`src/rtl/rsz_vstep_pkg.sv`:
```
package rsz_vstep_pkg;
  typedef enum logic {
    ST_IDLE = 1'b0,
    ST_RUN  = 1'b1
  } vstep_state_e;
endpackage

```
`src/rtl/vstep_accum.sv`:
```
module vstep_accum #(
  parameter int PH_W   = 14,
  parameter int FRAC_W = 8,
  localparam int SKIP_W = PH_W - FRAC_W + 1
) (
  input  logic              clk,
  input  logic              rst_n,
  input  logic              load,
  input  logic [PH_W-1:0]   load_val,
  input  logic              take_line,
  input  logic              advance,
  input  logic [PH_W-1:0]   step,
  output logic [FRAC_W-1:0] frac,
  output logic [SKIP_W-1:0] skip
);
  logic [PH_W:0] sum;

  assign sum = {{SKIP_W{1'b0}}, frac} + {1'b0, step};

  always_ff @(posedge clk or negedge rst_n) begin
    if (!rst_n) begin
      frac <= '0;
      skip <= '0;
    end else if (load) begin
      frac <= load_val[FRAC_W-1:0];
      skip <= {1'b0, load_val[PH_W-1:FRAC_W]} + SKIP_W'(1);
    end else if (advance) begin
      frac <= sum[FRAC_W-1:0];
      skip <= sum[PH_W:FRAC_W];
    end else if (take_line) begin
      skip <= skip - SKIP_W'(1);
    end
  end
endmodule

```
`src/rtl/vstep_count.sv`:
```
module vstep_count #(
  parameter int W = 13
) (
  input  logic         clk,
  input  logic         rst_n,
  input  logic         clr,
  input  logic         inc,
  output logic [W-1:0] cnt
);
  always_ff @(posedge clk or negedge rst_n) begin
    if (!rst_n)   cnt <= '0;
    else if (clr) cnt <= '0;
    else if (inc) cnt <= cnt + W'(1);
  end
endmodule

```
`src/rtl/vstep_irq.sv`:
```
module vstep_irq #(
  parameter int IRQ_W = 13
) (
  input  logic             clk,
  input  logic             rst_n,
  input  logic             clr,
  input  logic             fire,
  input  logic [IRQ_W-1:0] every,
  output logic             irq
);
  logic [IRQ_W-1:0] cnt;

  always_ff @(posedge clk or negedge rst_n) begin
    if (!rst_n) begin
      cnt <= '0;
      irq <= 1'b0;
    end else if (clr) begin
      cnt <= '0;
      irq <= 1'b0;
    end else if (fire) begin
      if (cnt == every) begin
        cnt <= '0;
        irq <= 1'b1;
      end else begin
        cnt <= cnt + IRQ_W'(1);
        irq <= 1'b0;
      end
    end else begin
      irq <= 1'b0;
    end
  end
endmodule

```
`src/rtl/rsz_vstep.sv`:
```
module rsz_vstep
  import rsz_vstep_pkg::*;
#(
  parameter int PH_W   = 14,
  parameter int FRAC_W = 8,
  parameter int CNT_W  = 12,
  parameter int IRQ_W  = 13,
  localparam int STAT_W = CNT_W + 1,
  localparam int SKIP_W = PH_W - FRAC_W + 1
) (
  input  logic              clk,
  input  logic              rst_n,
  input  logic              frame_start,
  input  logic [PH_W-1:0]   cfg_step,
  input  logic [PH_W-1:0]   cfg_init_phase,
  input  logic              cfg_in_limited,
  input  logic              cfg_continuous,
  input  logic [CNT_W-1:0]  cfg_out_lines,
  input  logic [CNT_W-1:0]  cfg_in_lines,
  input  logic [IRQ_W-1:0]  cfg_irq_every,
  input  logic              lin_valid,
  output logic              lin_ready,
  output logic              out_valid,
  input  logic              out_ready,
  output logic [FRAC_W-1:0] out_frac,
  output logic              irq,
  output logic              done,
  output logic [STAT_W-1:0] lines_made,
  output logic [PH_W-1:0]   last_phase
);
  vstep_state_e      state;
  logic [FRAC_W-1:0] frac;
  logic [SKIP_W-1:0] skip;
  logic [STAT_W-1:0] in_cnt, out_cnt;
  logic [STAT_W-1:0] in_limit, out_limit;
  logic [CNT_W-1:0]  out_lines_odd;
  logic [PH_W-1:0]   resid;
  logic [PH_W:0]     pos_full;
  logic run, need_line, in_fire, out_fire;
  logic carry_mode, term_in, term_out;

  assign run           = (state == ST_RUN);
  assign need_line     = (skip != '0);
  assign carry_mode    = cfg_continuous & cfg_in_limited;
  assign out_lines_odd = cfg_out_lines | CNT_W'(1);
  assign in_limit      = STAT_W'(cfg_in_lines) + STAT_W'(1);
  assign out_limit     = STAT_W'(out_lines_odd) + STAT_W'(1);

  assign term_in   = run & cfg_in_limited & need_line & (in_cnt == in_limit);
  assign lin_ready = run & need_line & ~term_in;
  assign out_valid = run & ~need_line;
  assign out_frac  = frac;
  assign in_fire   = lin_valid & lin_ready;
  assign out_fire  = out_valid & out_ready;
  assign term_out  = ~cfg_in_limited & out_fire & ((out_cnt + STAT_W'(1)) == out_limit);

  assign pos_full   = {skip, frac};
  assign last_phase = resid;

  vstep_accum #(.PH_W(PH_W), .FRAC_W(FRAC_W)) u_acc (
    .clk      (clk),
    .rst_n    (rst_n),
    .load     (frame_start),
    .load_val (carry_mode ? resid : cfg_init_phase),
    .take_line(in_fire),
    .advance  (out_fire),
    .step     (cfg_step),
    .frac     (frac),
    .skip     (skip)
  );

  vstep_count #(.W(STAT_W)) u_in_cnt (
    .clk(clk), .rst_n(rst_n), .clr(frame_start), .inc(in_fire), .cnt(in_cnt)
  );

  vstep_count #(.W(STAT_W)) u_out_cnt (
    .clk(clk), .rst_n(rst_n), .clr(frame_start), .inc(out_fire), .cnt(out_cnt)
  );

  vstep_irq #(.IRQ_W(IRQ_W)) u_irq (
    .clk  (clk),
    .rst_n(rst_n),
    .clr  (frame_start & ~carry_mode),
    .fire (out_fire),
    .every(cfg_irq_every),
    .irq  (irq)
  );

  always_ff @(posedge clk or negedge rst_n) begin
    if (!rst_n) begin
      state      <= ST_IDLE;
      done       <= 1'b0;
      lines_made <= '0;
      resid      <= '0;
    end else begin
      done <= (term_in | term_out) & ~frame_start;
      if (frame_start) begin
        state <= ST_RUN;
      end else if (term_in | term_out) begin
        state <= ST_IDLE;
      end
      if (term_out) begin
        lines_made <= out_cnt + STAT_W'(1);
      end
      if (term_in) begin
        lines_made <= out_cnt;
        resid      <= PH_W'(pos_full - (PH_W+1)'(1 << FRAC_W));
      end
    end
  end
endmodule

```
`config.mk`:
```
export PLATFORM = sky130hd
export DESIGN_NAME = rsz_vstep
export DESIGN_NICKNAME = d
export VERILOG_FILES = /design/src/rtl/rsz_vstep_pkg.sv /design/src/rtl/vstep_accum.sv /design/src/rtl/vstep_count.sv /design/src/rtl/vstep_irq.sv /design/src/rtl/rsz_vstep.sv
export SDC_FILE = /design/constraint.sdc
export NUM_CORES = 1
export LEC_CHECK = 0
export ABC_AREA = 1
export ABC_CLOCK_PERIOD_IN_PS = 3800
export BUFFER_PORTS_ARGS = -buffer_cell sky130_fd_sc_hd__clkbuf_2
export CAP_MARGIN = 25
export CORE_ASPECT_RATIO = 0.8
export CORE_MARGIN = 2
export CORE_UTILIZATION = 49
export CTS_CLUSTER_DIAMETER = 80
export DETAILED_ROUTE_END_ITERATION = 8
export GPL_ROUTABILITY_DRIVEN = 0
export HOLD_SLACK_MARGIN = 0.15
export PLACE_DENSITY = 0.8
export REMOVE_ABC_BUFFERS = 1
export SYNTH_ARGS = -nofsm -noshare
export SYNTH_HDL_FRONTEND = slang
export SYNTH_HIERARCHICAL = 1
export SYNTH_SLANG_ARGS = --single-unit
```
`constraint.sdc`:
```
create_clock -name clk -period 3.8 [get_ports clk]
set_clock_uncertainty 0.2 [all_clocks]
set_input_delay 0.38 -clock clk [delete_from_list [all_inputs] [get_ports clk]]
set_output_delay 0.38 -clock clk [all_outputs]
set_load 0.03 [all_outputs]
```
==> reports/metrics.csv, run 1 <==
stage,metric,value,unit
final_layout,drive_gt1_frac,0.1884,
worst_hold_path,hold_depth,5,
final_layout,num_antenna_cells,0,
worst_hold_path,min_from,cfg_init_phase[0],
worst_hold_path,min_to,u_acc/frac[0],
worst_setup_path,reg2reg_to,lines_made[10],
synthesis,synth_edf_count,0,
power,p_per_area,300.0,mW/mm2
place,place_ws,0.7234,ns
clock_network,cts_root_buffer,clkbuf_16,
floorplan,die_h,113.5,um
sta,slew-limit-headroom,0.4083,
synthesis,synth_top_area_share,0.2863,
worst_setup_path,crit_arrival,2.93,ns
synthesis,synth.distinct_cells,48,
synthesis,synth_fa_ha_area_frac,0.03340,
synthesis,synth_warnings,6,
sta,rsz0062_at_grt,no,
sta,hold_viol,0,
routing,viasPerCell,5.137,
floorplan,fp-row-count,39,
synthesis,synth_top_family_by_area,simple AND/OR/NAND/NOR gates,
clock_network,clk_path_buf_depth,2,
sta,max_freq,351.9,MHz
worst_setup_path,worstRegToRegCells,13,
sta,fin_crit_sh,0.7479,
floorplan,pin_count,111,
sta,tightest_slew,0.8797,ns
synthesis,synth-xor-area-share,0.04891,
grt,grt_max_degree,39,
clock_network,clock_latency,0.35,ns
worst_setup_path,rr_startpoint,u_out_cnt/cnt[0],
routing,ant_nets,0,
clock_network,cts_made_buffers,9,
routing,wl_per_cell,13.03,um
routing,routed_wl,18790,um
synthesis,async_flop_share,1.000,
worst_setup_path,critPathMaxFanout,13,
worst_setup_path,rrSetupSlack,0.96,ns
final_layout,fin_nets,1344,
synthesis,ys_ff_latch,84,
sta,drv_slew,0,
worst_setup_path,endpoint_kind,flip-flop,
final_layout,syn2layout_area_growth,13.94,%
sta,fin_crit,2.842,ns
grt,grt_pass1_wl,31780,um
synthesis,synth_area_leaders,"dfrtp_1 (29%), nand2_1 (20%), inv_1 (8.2%)",
clock_network,ctsHoldBuffers,1,
power,power.leakage,4.477,nW
synthesis,syn_area,0.007342,mm2
synthesis,synth_compound_area_frac,0.08419,
routing,first_pass_iters,5,
synthesis,synthSimpleGateAreaFrac,0.4354,
place,dpl.hpwl,14280,um
floorplan,initial_core_util,0.5083,
flow_run,drv_cap,0,
floorplan,die_x,140.9,um
place,port_buffers,109,
worst_setup_path,start_kind,flip-flop,
status,status,"finished, final reports clean",
clock_network,tritoncts,built,
worst_hold_path,hold_path.class,input pin to flip-flop,
worst_setup_path,path_class,flip-flop to flip-flop,
grt,grt_pass1_vias,6852,
worst_setup_path,worstPathRequired,3.89,ns
routing,vias,7408,
routing,drt_iter0_drc,617,
floorplan,dieArea,0.01598,mm2
synthesis,synth_area_leader_cell,dfrtp_1,
grt,track_usage,0.2431,
sta,setup_slack,0.9580,ns
sta,setup_violations,0,
floorplan,core,0.01444,mm2
clock_network,post_cts_buffers,0,
grt,grt-ovfl-total,0,
clock_network,post_cts_resized,0,
power,irDropWorstVdd,247.2,uV
clock_network,path_clk_slew,0.07,ns
clock_network,clock_sinks,84,
grt,grt_antenna_before_repair,0,
synthesis,netlist_instances,1142,
synthesis,syn_area_per_cell,6.429,um2
synthesis,ys.flop_type,dfrtp_1,
sta,tns,0,ns
final_layout,fin_util,0.5792,
clock_network,ctsHtreeMaxLevel,3,
routing,route.detailed.drc,0,
synthesis,yosysSeqAreaShare,0.2863,
synthesis,muxShareOfSynthArea,0.003067,
==> cells in the mapped netlist (all sizes together), types with 4 or more instances <==
cell type,count
a22oi,4
nand2,403
a21oi,28
o21bai,4
nor3,13
xor2,24
nand3,100
nor3b,4
nand4,30
dfrtp,84
ha,18
inv,179
buf,14
nand3b,6
xnor2,17
nor2,135
o21ai,55
==> logic make-up (layout without fill, tap and decap cells) <==
group           after synthesis  after routing
compound gates              102            102
mux                           2              2
fa+ha+maj                    19             19
simple gates                697            697
buf+inv                     197            313
flops                        84             84
xor+xnor                     41             41
==> cell type report <==
class / instances / area [um2]
sequential: 84 / 2102
timing repair buffer: 117 / 610.6
inverter: 180 / 675.6
clock inverter: 7 / 80.08
fill: 1395 / 6078
multi-input combinational: 861 / 4442
clock buffer: 9 / 225.2
tap: 184 / 230.2
==> layer usage <==
layer / vias up / GRT usage / wire [um]
met5: - / 0 / 0
met4: 0 / 0.05667 / 279
met3: 22 / 0.03275 / 1273
met2: 242 / 0.3961 / 8409
met1: 3332 / 0.3472 / 8832
li1: 3812 / - / -
==> worst max-delay path, cell delays in order (launching register included) <==
cell     delay (ns)
dfrtp_1        0.49
ha_1           0.27
nand3_1        0.13
inv_1          0.23
nand2_1        0.08
nand2_1        0.07
nand2_1        0.07
nand2_1        0.07
nand2_1        0.05
nor2_2         0.18
nand4_2        0.33
nand2_1        0.39
nand2_1        0.12
nand2_1        0.07
==> how the worst max path moves through the flow <==
stage	start	end	slack, ns	depth (start not counted)
2_1_floorplan	cfg_in_lines[0]	u_in_cnt/cnt[9]	0.72	19
3_3_place_gp	cfg_in_lines[0]	u_in_cnt/cnt[9]	0.78	20
3_5_place_dp	cfg_in_lines[0]	u_in_cnt/cnt[9]	0.72	20
4_1_cts	u_acc/skip[0]	u_in_cnt/cnt[9]	0.97	18
5_1_grt	u_acc/skip[0]	u_acc/skip[3]	0.58	18
6_report	u_out_cnt/cnt[0]	lines_made[10]	0.96	13
==> report_power, final <==
group	switching (W)	total, W	internal, W
logic	0.000371	0.000584	0.000212
clock network	0.000404	0.000924	0.000520
registers	0.0000636	0.00100	0.000938
total	0.000839	0.00251	0.00167
==> per-stage QoR <==
stage                     total power [W]  instance area, um2  hold WS (ns)  instances
after floorplan                  0.001400                7219       -0.1156       1125
after global placement           0.001573                8050        0.1296       1425
after detailed placement         0.001588                8050        0.1332       1425
after CTS                        0.002513                8366        0.1634       1442
after global routing             0.002653                8366        0.1823       1442
final                            0.002510                8366        0.1731       1442
==> cells in the final DEF (no fill, tap or decap), types with 4 or more instances in the layout <==
master     synthesis  final
nand2_1          390    390
inv_1            160    160
clkbuf_2           0    108
nor2_1           100    100
nand3_1           89     89
dfrtp_1           84     84
o21ai_0           30     30
nand4_1           29     29
xor2_1            24     24
nor2_2            21     21
inv_2             19     19
a21oi_1           19     19
ha_1              18     18
xnor2_1           17     17
o21ai_1           17     17
nor2_4            13     13
nand3_2           11     11
nand2_2           10     10
nor3_1             9      9
clkbuf_16          0      9
a21oi_2            9      9
o21ai_2            8      8
buf_4              4      8
nand3b_1           4      4
o21bai_1           4      4
a22oi_1            4      4
nor3b_1            4      4
nor3_2             4      4
==> sequential cells by signal, summed over array words and instances (netlist names), 7 cells and up <==
signal / flops
u_acc/skip: 7
u_out_cnt/cnt: 13
lines_made: 13
u_acc/frac: 8
u_in_cnt/cnt: 13
u_irq/cnt: 13
last_phase: 14
No activity file was read; power rests on OpenSTA's default activity.
==> run 2: changes to the inputs <==
--- a/config.mk
+++ b/config.mk
@@ -6,7 +6,7 @@
 export NUM_CORES = 1
 export LEC_CHECK = 0
 export ABC_AREA = 1
-export ABC_CLOCK_PERIOD_IN_PS = 3800
+export ABC_CLOCK_PERIOD_IN_PS = 2400
 export BUFFER_PORTS_ARGS = -buffer_cell sky130_fd_sc_hd__clkbuf_2
 export CAP_MARGIN = 25
 export CORE_ASPECT_RATIO = 0.8
@@ -16,7 +16,7 @@
 export DETAILED_ROUTE_END_ITERATION = 8
 export GPL_ROUTABILITY_DRIVEN = 0
 export HOLD_SLACK_MARGIN = 0.15
-export PLACE_DENSITY = 0.8
+export PLACE_DENSITY = 0.83
 export REMOVE_ABC_BUFFERS = 1
 export SYNTH_ARGS = -nofsm -noshare
 export SYNTH_HDL_FRONTEND = slang
==> constraint.sdc (replaced) <==
create_clock -name clk -period 2.4 [get_ports clk]
set_clock_uncertainty 0.2 [all_clocks]
set_input_delay 0.24 -clock clk [delete_from_list [all_inputs] [get_ports clk]]
set_output_delay 0.24 -clock clk [all_outputs]
set_load 0.03 [all_outputs]
==> run 2 against run 1 <==
Against the previous run:
- the flow now finishes with violations (setup timing)
- sequential power up 56%
- largest power group unchanged
- global-route usage up 1.0 points
- worst hold slack worse by 0.010 ns
- final area up 11%
- utilization up 6.2 points
- via count up 6.4%
- final cell count up 5.5%
- critical path depth up 3
- non-clock buffer count up 80
- combinational power up 88%
==> reports/metrics.csv, run 2 (synthesized netlist as in run 1, its figures left out) <==
stage,metric,value,unit,change
place,port_buffers,109,,unchanged
place,dpl-instance-area,0.008466,mm2,was 0.008050 mm2
routing,first_pass_iters,5,,unchanged
final_layout,drive_gt1_frac,0.2534,,was 0.1884
sta,tightest_slew,0.4920,ns,was 0.8797 ns
grt,grt-ovfl-total,0,,unchanged
grt,gr-usage-met1,0.3510,,was 0.3472
sta,slew-limit-headroom,0.6685,,was 0.4083
final_layout,fin_util,0.6411,,was 0.5792
sta,max_freq,416.3,MHz,was 351.9 MHz
final_layout,largest_reg_flops,14,,unchanged
routing,ant_nets,0,,unchanged
floorplan,dieArea,0.01598,mm2,unchanged
sta,setup_slack,-0.002249,ns,was 0.9580 ns
grt,grt_pass1_wl,33180,um,was 31780 um
final_layout,fin_nets,1424,,was 1344
worst_setup_path,critPathMaxFanout,5,,was 13
worst_setup_path,worstPathRequired,2.49,ns,was 3.89 ns
worst_hold_path,hold_depth,4,,was 5
worst_hold_path,hold_path.class,input pin to flip-flop,,unchanged
sta,drv_slew,0,,unchanged
power,irDropWorstVdd,390.9,uV,was 247.2 uV
place,place_inst,1477,,was 1425
routing,vias,7885,,was 7408
place,dpl.hpwl,14880,um,was 14280 um
final_layout,layout.cells.non_filler,1522,,was 1442
final_layout,final_cell_mix,"nand2_1 (375), inv_1 (157), clkbuf_2 (107), nor2_1 (93), nand3_1 (84)",,"was nand2_1 (390), inv_1 (160), clkbuf_2 (108), nor2_1 (100), nand3_1 (89)"
status,status,"finished, violations left",,"was finished, final reports clean"
worst_hold_path,min_from,cfg_step[2],,was cfg_init_phase[0]
floorplan,die_x,140.9,um,unchanged
clock_network,clock_latency,0.35,ns,about the same
routing,viasPerCell,5.181,,was 5.137
worst_setup_path,endpoint_kind,flip-flop,,unchanged
worst_setup_path,crit_arrival,2.49,ns,was 2.93 ns
grt,use_met3,0.03736,,was 0.03275
sta,setup_violations,2,,was 0
clock_network,cts_made_buffers,9,,unchanged
worst_setup_path,start_kind,flip-flop,,unchanged
final_layout,num_antenna_cells,0,,unchanged
sta,fin_crit_sh,1.001,,was 0.7479
worst_setup_path,worstRegToRegCells,16,,was 13
floorplan,fp-row-count,39,,unchanged
power,power.leakage,4.897,nW,was 4.477 nW
sta,fin_crit,2.402,ns,was 2.842 ns
final_layout,final_area,0.009260,mm2,was 0.008366 mm2
sta,hold_ws,0.1627,ns,was 0.1731 ns
clock_network,clock_sinks,84,,unchanged
status,violations,setup timing,,
routing,wl_per_cell,13.10,um,was 13.03 um
routing,route.detailed.drc,0,,unchanged
final_layout,mostFrequentLayoutCell,nand2_1,,unchanged
grt,use_met2,0.4114,,was 0.3961
routing,drt_iter0_drc,436,,was 617
sta,rsz0062_at_grt,yes,,was no
routing,routed_wl,19940,um,was 18790 um
final_layout,multi_input_area,0.004622,mm2,was 0.004442 mm2
clock_network,clk_path_buf_depth,2,,unchanged
worst_setup_path,path_class,flip-flop to flip-flop,,unchanged
worst_setup_path,critPathLaunch,u_acc/skip[0],,was u_out_cnt/cnt[0]
clock_network,cts_root_buffer,clkbuf_16,,unchanged
grt,top_usage_layer,met2,,unchanged
clock_network,path_clk_slew,0.07,ns,about the same
floorplan,initial_core_util,0.5083,,unchanged
worst_setup_path,rr_startpoint,u_acc/skip[0],,was u_out_cnt/cnt[0]
grt,grt_pass1_vias,7180,,was 6852
final_layout,num-fill-cells,1214,,was 1395
final_layout,syn2layout_area_growth,26.12,%,was 13.94%
flow_run,drv_cap,0,,unchanged
clock_network,tritoncts,built,,unchanged
floorplan,core,0.01444,mm2,unchanged
sta,hold_viol,0,,unchanged
grt,grt_antenna_before_repair,0,,unchanged
final_layout,seq_area,0.002106,mm2,was 0.002102 mm2
power,p_per_area,439.0,mW/mm2,was 300.0 mW/mm2
grt,grt_max_degree,50,,was 39
clock_network,ctsHtreeMaxLevel,3,,unchanged
floorplan,die_h,113.5,um,unchanged
floorplan,pin_count,111,,unchanged
grt,track_usage,0.2532,,was 0.2431
run 2: per-stage QoR:
step                      setup slack, ns   TNS [ns]  total power (W)
after global routing              -0.1362     -3.393         0.004298
after CTS                        0.003476          0         0.004034
after floorplan                   -0.5417     -16.37         0.002217
final                           -0.002249  -0.003457         0.004065
after global placement            -0.1545    -0.8574         0.002564
after detailed placement          -0.2212     -2.206         0.002591
run 2: worst paths after layout:
path                                        to  slack (ns)
worst min register to register  lines_made[12]        0.31
worst max register to register   lines_made[7]      -0.002
worst min-delay path             u_acc/frac[2]        0.16
max in group asynchronous        lines_made[6]        1.18
worst max-delay path             lines_made[7]      -0.002
min in group asynchronous        u_acc/frac[4]        0.19
run 2: final cells by class:
type                            count  share of cell area
Inverter                          180             0.07323
Clock buffer                       10             0.02473
Multi-Input combinational cell    861              0.4991
Clock inverter                      6            0.006891
Sequential cell                    84              0.2274
Tap cell                          184             0.02486
Timing Repair Buffer              197              0.1438
run 2: report_power, final:
part / switching (W) / internal, W
Clock: 0.000601 / 0.000807
Sequential: 0.0000739 / 0.00149
Combinational: 0.000659 / 0.000438
Total: 0.00133 / 0.00273
run 2: metal layers:
layer / share of wire / up-vias / wire (um)
met5: 0 / - / 0
met4: 0.019 / 0 / 388
met3: 0.055 / 34 / 1106
met2: 0.47 / 227 / 9287
met1: 0.46 / 3629 / 9159
li1: - / 3995 / -
run 2: repair_timing:
action                                  4_1_cts  5_1_grt
pin swaps                                     6       19
endpoints found under the hold margin       100        0
buffers inserted                              1        9
endpoints found under the setup margin       20       57
hold buffers                                 19        0
resized for setup                            10       60
run 2: critical path, cell delays in order (launching register included):
cell and delay [ns]:
dfrtp_1 0.39, inv_2 0.08, ha_4 0.13, inv_2 0.04, nor2_4 0.07, nand4_1 0.20
nor2_1 0.16, buf_4 0.16, nand2_4 0.06, nor2_4 0.13, nand2_2 0.07, nor2_4 0.13
nand4_4 0.16, nand2_4 0.12, buf_6 0.13, nand2_2 0.05, nand2_1 0.05
